<file path="config.mk">
export PLATFORM = sky130hd
export DESIGN_NAME = mixed_mul
export DESIGN_NICKNAME = d
export VERILOG_FILES = /design/src/rtl/mul_pkg.sv /design/src/rtl/mul_operand_widen.sv /design/src/rtl/mul_ctrl.sv /design/src/rtl/mul_datapath.sv /design/src/rtl/mixed_mul.sv
export SDC_FILE = /design/constraint.sdc
export NUM_CORES = 1
export LEC_CHECK = 0
export ABC_CLOCK_PERIOD_IN_PS = 7400
export BUFFER_PORTS_ARGS = -buffer_cell sky130_fd_sc_hd__buf_4
export CORE_ASPECT_RATIO = 1.1
export CORE_UTILIZATION = 57
export CTS_CLUSTER_DIAMETER = 50
export DETAILED_ROUTE_END_ITERATION = 12
export HOLD_SLACK_MARGIN = 0.12
export PLACE_DENSITY = 0.87
export SLEW_MARGIN = 0
export SYNTH_ARGS = -nofsm -noshare
export SYNTH_HDL_FRONTEND = slang
export SYNTH_HIERARCHICAL = 1
export SYNTH_SLANG_ARGS = --single-unit
</file>
<file path="constraint.sdc">
create_clock -name clk -period 7.4 [get_ports clk]
set_input_delay 1.48 -clock clk [delete_from_list [all_inputs] [get_ports clk]]
set_output_delay 1.48 -clock clk [all_outputs]
set_load 0.05 [all_outputs]
</file>
<file path="src/rtl/mul_pkg.sv">
package mul_pkg;

  // strobes from control to datapath
  typedef struct packed {
    logic loadEn;     // capture a new product this edge
    logic clearAll;   // synchronous clear of the result registers
  } mulStrobes_t;

endpackage

</file>
<file path="src/rtl/mul_operand_widen.sv">
module mul_operand_widen #(
  parameter int IN_W = 16
) (
  input  logic                    isSigned,
  input  logic [IN_W-1:0]         opIn,
  output logic signed [IN_W:0]    opWide
);

  logic topBit;

  always_comb begin
    topBit = isSigned & opIn[IN_W-1];
    opWide = {topBit, opIn};
  end

endmodule

</file>
<file path="src/rtl/mul_ctrl.sv">
module mul_ctrl
  import mul_pkg::*;
(
  input  logic        clk,
  input  logic        rst,
  input  logic        inValid,
  output mulStrobes_t strobes,
  output logic        outValid
);

  always_comb begin
    strobes.loadEn   = inValid & ~rst;
    strobes.clearAll = rst;
  end

  always_ff @(posedge clk) begin
    if (rst) outValid <= 1'b0;
    else     outValid <= inValid;
  end

endmodule

</file>
<file path="src/rtl/mul_datapath.sv">
module mul_datapath
  import mul_pkg::*;
#(
  parameter int DATA_W = 16,
  parameter int EXT_W  = 40
) (
  input  logic                  clk,
  input  mulStrobes_t           strobes,
  input  logic [DATA_W-1:0]     opA,
  input  logic [DATA_W-1:0]     opB,
  input  logic                  aSigned,
  input  logic                  bSigned,
  input  logic                  fracMode,
  output logic [2*DATA_W-1:0]   result,
  output logic [EXT_W-1:0]      resultExt
);

  localparam int WIDE_W  = DATA_W + 1;
  localparam int PROD_W  = 2 * WIDE_W;
  localparam int SCL_W   = PROD_W + 1;
  localparam int RES_W   = 2 * DATA_W;
  localparam int GUARD_W = EXT_W - RES_W;
  localparam int SEXT_W  = EXT_W - SCL_W;

  logic signed [WIDE_W-1:0] wideOp [2];
  logic [DATA_W-1:0]        rawOp  [2];
  logic                     sgnOp  [2];

  always_comb begin
    rawOp[0] = opA;
    rawOp[1] = opB;
    sgnOp[0] = aSigned;
    sgnOp[1] = bSigned;
  end

  for (genvar i = 0; i < 2; i++) begin : g_widen
    mul_operand_widen #(.IN_W(DATA_W)) u_widen (
      .isSigned (sgnOp[i]),
      .opIn     (rawOp[i]),
      .opWide   (wideOp[i])
    );
  end

  logic signed [PROD_W-1:0] product;
  logic signed [SCL_W-1:0]  scaled;
  logic                     anySigned;
  logic [EXT_W-1:0]         extNext;

  always_comb begin
    product   = wideOp[0] * wideOp[1];
    scaled    = fracMode ? {product, 1'b0} : {product[PROD_W-1], product};
    anySigned = aSigned | bSigned;
    if (anySigned) extNext = {{SEXT_W{scaled[SCL_W-1]}}, scaled};
    else           extNext = {{GUARD_W{1'b0}}, scaled[RES_W-1:0]};
  end

  always_ff @(posedge clk) begin
    if (strobes.clearAll) begin
      result    <= '0;
      resultExt <= '0;
    end else if (strobes.loadEn) begin
      result    <= scaled[RES_W-1:0];
      resultExt <= extNext;
    end
  end

endmodule

</file>
<file path="src/rtl/mixed_mul.sv">
module mixed_mul
  import mul_pkg::*;
#(
  parameter int DATA_W = 16,
  parameter int EXT_W  = 40
) (
  input  logic                clk,
  input  logic                rst,
  input  logic                inValid,
  input  logic [DATA_W-1:0]   opA,
  input  logic [DATA_W-1:0]   opB,
  input  logic                aSigned,
  input  logic                bSigned,
  input  logic                fracMode,
  output logic                outValid,
  output logic [2*DATA_W-1:0] result,
  output logic [EXT_W-1:0]    resultExt
);

  mulStrobes_t strobes;

  mul_ctrl u_ctrl (
    .clk      (clk),
    .rst      (rst),
    .inValid  (inValid),
    .strobes  (strobes),
    .outValid (outValid)
  );

  mul_datapath #(.DATA_W(DATA_W), .EXT_W(EXT_W)) u_dp (
    .clk       (clk),
    .strobes   (strobes),
    .opA       (opA),
    .opB       (opB),
    .aSigned   (aSigned),
    .bSigned   (bSigned),
    .fracMode  (fracMode),
    .result    (result),
    .resultExt (resultExt)
  );

endmodule

</file>
==> results_dict.tcl <==
set metrics [dict create \
    syn_avg_cell_area_um2 9.07 \
    fin_area_mm2 0.0141 \
    synth-seq-area-share_pct 5.49 \
    start_util_pct 58.8 \
    grt_start_max_net_pins 70 \
    cp.arrival_ns 7.44 \
    hold_viol_final 0 \
    postSynthCellCount 1446 \
    setup_violations 0 \
    cts_num_sinks 36 \
    slew_violations 0 \
    cts_buffer_depth 2 \
    crit_path_cell_trace "buf_4, and2_1, inv_1, nor2_1, fa_1, fa_1, fa_1, fa_1, fa_1, inv_1, fa_1, inv_1, ha_1, a211o_1, a2111oi_4, o31a_1, nor2b_1, a311oi_2, xnor2_1, mux2i_1, a211oi_2" \
    hold_class "reg2reg" \
    slew_headroom_pct 56.5 \
    slowest_stage "fa_1" \
    syn_to_final_growth_pct 7.34 \
    synthXorXnorAreaFrac_pct 2.14 \
    ys_seq_elements 36 \
    gp_congestion 0.917 \
    cp-start-kind "primary input" \
    slowest_delay_ns 0.56 \
    yosys.area_share.simple_pct 15.5 \
    synth_edf_count 0 \
    grt_pass1_vias 11000 \
    yosys.area_share.adder_pct 53.3 \
    clk_latency_ns 0.28 \
    status "completed" \
    drt_iter0_markers 567 \
    antennaDiodeCount 0 \
    overflow 0 \
    track_usage_pct 26.7 \
    hold_slack_ns 0.498 \
    antenna_found_initial 0 \
    seqCellArea_um2 721 \
    multiInputGateArea_mm2 0.0106 \
    core_mm2 0.0223 \
    vias_per_cell 5.54 \
    io_pins 111 \
    synth_mux_area_share_pct 1.99 \
    final_cells 1770 \
    min_period_over_period_pct 98.0 \
    fmax_mhz 138 \
    drc 0 \
    cts_buffers 5 \
    crit_top_cell "fa_1" \
    fin_nets 1893 \
    place_hpwl_um 25000 \
    num-fill-cells 1707 \
    dr.pass1.iters 5 \
    tightest_slew_ns 0.653 \
    synth_top_family_by_area "adder cells" \
    cts_tree "yes" \
    ys_async_sr_fraction_pct 0 \
    path_clk_slew_ns 0.06 \
    drv_cap 0 \
    period_needed_ns 7.25 \
    grt_pass1_wl_um 50300 \
    h-tree-depth 2 \
    synth_cell_type_count 57 \
    die_x_um 147 \
    syn_nets 1865 \
    port_buffers 110 \
    post_drt_wl_per_cell_um 16.9 \
    fp.dieH_um 161 \
    drive_gt1_share_pct 12.1 \
    place_inst 1762 \
    ant_nets 0 \
    hold_buffers 0 \
    skew_ns 0 \
    vias 9800 \
    clock-root-buffer "clkbuf_16" \
    critPathCaptureType "flip-flop" \
    drt-total-wl_um 29900 \
    crit_type "in2reg" \
    rows 57 \
    ys_warn_count 6 \
    syn_area_mm2 0.0131 \
    post_cts_buffers 0 \
    required_ns 7.59 \
    synth-compound-area-share_pct 7.06 \
    synthFlopType "dfxtp_1" \
    die_area_mm2 0.0236 \
    place_area_mm2 0.0139 \
    worst-path-max-fanout 8 \
]
## cell usage after synthesis, drive strengths merged (11+ instances only)
| cell | count | area share, % |
|---|---|---|
| inv | 305 | 8.7 |
| o21ai | 14 | 0.53 |
| a21o | 11 | 0.63 |
| a211oi | 28 | 1.7 |
| and2 | 146 | 7.0 |
| a21oi | 23 | 0.88 |
| clkbuf | 55 | 1.6 |
| nor2 | 68 | 1.9 |
| dfxtp | 36 | 5.5 |
| ha | 85 | 8.1 |
| nand2 | 145 | 4.1 |
| xnor2 | 28 | 1.9 |
| mux2i | 25 | 1.9 |
| buf | 74 | 4.2 |
| fa | 296 | 45 |
| nand3 | 12 | 0.46 |
| nor3 | 11 | 0.46 |
## cell usage in the layout, fill, tap and decap left out, drive strengths merged, types with 6 or more instances in the layout
cell / synthesis / layout
a311oi: 6 / 6
nand3: 12 / 12
inv: 305 / 305
buf: 74 / 150
nand2: 145 / 145
nand2b: 6 / 6
mux2i: 25 / 25
dfxtp: 36 / 36
and3: 9 / 9
and2: 146 / 146
o21a: 9 / 9
ha: 85 / 85
xnor2: 28 / 28
a21oi: 23 / 23
nor2: 68 / 68
a21o: 11 / 11
o21ai: 14 / 14
fa: 296 / 296
nor3: 11 / 11
a211oi: 28 / 28
## registers in the layout, summed over array words and instances (netlist names)
register,count
u_dp/resultExt,4
u_ctrl/outValid,1
u_dp/result,31
## routing by layer
| metal | wire length (um) | global-route usage, % | vias to the layer above |
|---|---|---|---|
| met1 | 10500 | 29.2 | 5017 |
| met3 | 1260 | 2.40 | 82 |
| met4 | 1280 | 11.4 | 0 |
| met2 | 16900 | 52.1 | 345 |
| met5 | 0 | 0 | - |
| li1 | - | - | 4356 |
## layout make-up
cell class                      instances  share of cell area [%]
Sequential cell                        36                    5.12
Multi-Input combinational cell        976                    74.9
Clock buffer                            5                   0.889
Tap cell                              295                    2.62
Clock inverter                          3                   0.302
Inverter                              305                    8.13
Timing Repair Buffer                  150                    8.00
## critical path, delay by kind of cell
kind / cells / cell delay [ns]
XOR/XNOR: 1 / 0.20
multiplexers: 1 / 0.15
AND/OR/NAND/NOR: 3 / 0.33
adder cells (fa/ha/maj): 7 / 3.27
buffers and inverters: 4 / 0.50
AO/OA/AOI/OAI: 5 / 1.50
## repair_timing
action / in CTS / in global routing
pin swaps: 0 / 3
resized for setup: 1 / 9
endpoints found under the hold margin: 0 / 0
setup endpoints to repair: 2 / 15
## stage by stage
step / utilization, % / worst slack [ns] / setup TNS [ns]
after global routing: 63.1 / -0.0436 / -0.0436
after global placement: 62.1 / 0.00338 / 0
after floorplan: - / 0.00966 / 0
final: 63.1 / 0.148 / 0
after detailed placement: 62.1 / -0.228 / -1.05
after CTS: 62.9 / 0.0477 / 0
## path summary, 6_finish.rpt
path / startpoint / endpoint / slack [ns] / depth (start not counted)
worst max register to register: u_dp/result[12] / u_dp/result[12] / 6.54 / 2
worst max-delay path: bSigned / u_dp/result[30] / 0.15 / 21
worst min-delay path: u_dp/result[18] / u_dp/result[18] / 0.50 / 2
worst min register to register: u_dp/result[18] / u_dp/result[18] / 0.50 / 2
## cells by family (layout without fill, tap and decap cells)
family / Yosys count / after routing
buffers and inverters: 434 / 463
AND/OR/NAND/NOR: 413 / 413
adder cells (fa/ha/maj): 381 / 381
AO/OA/AOI/OAI: 124 / 124
flip-flops: 36 / 36
XOR/XNOR: 32 / 32
multiplexers: 26 / 26
Power is not shown: default switching activity piles up to over one toggle a cycle in this logic, so the estimate is an artifact.
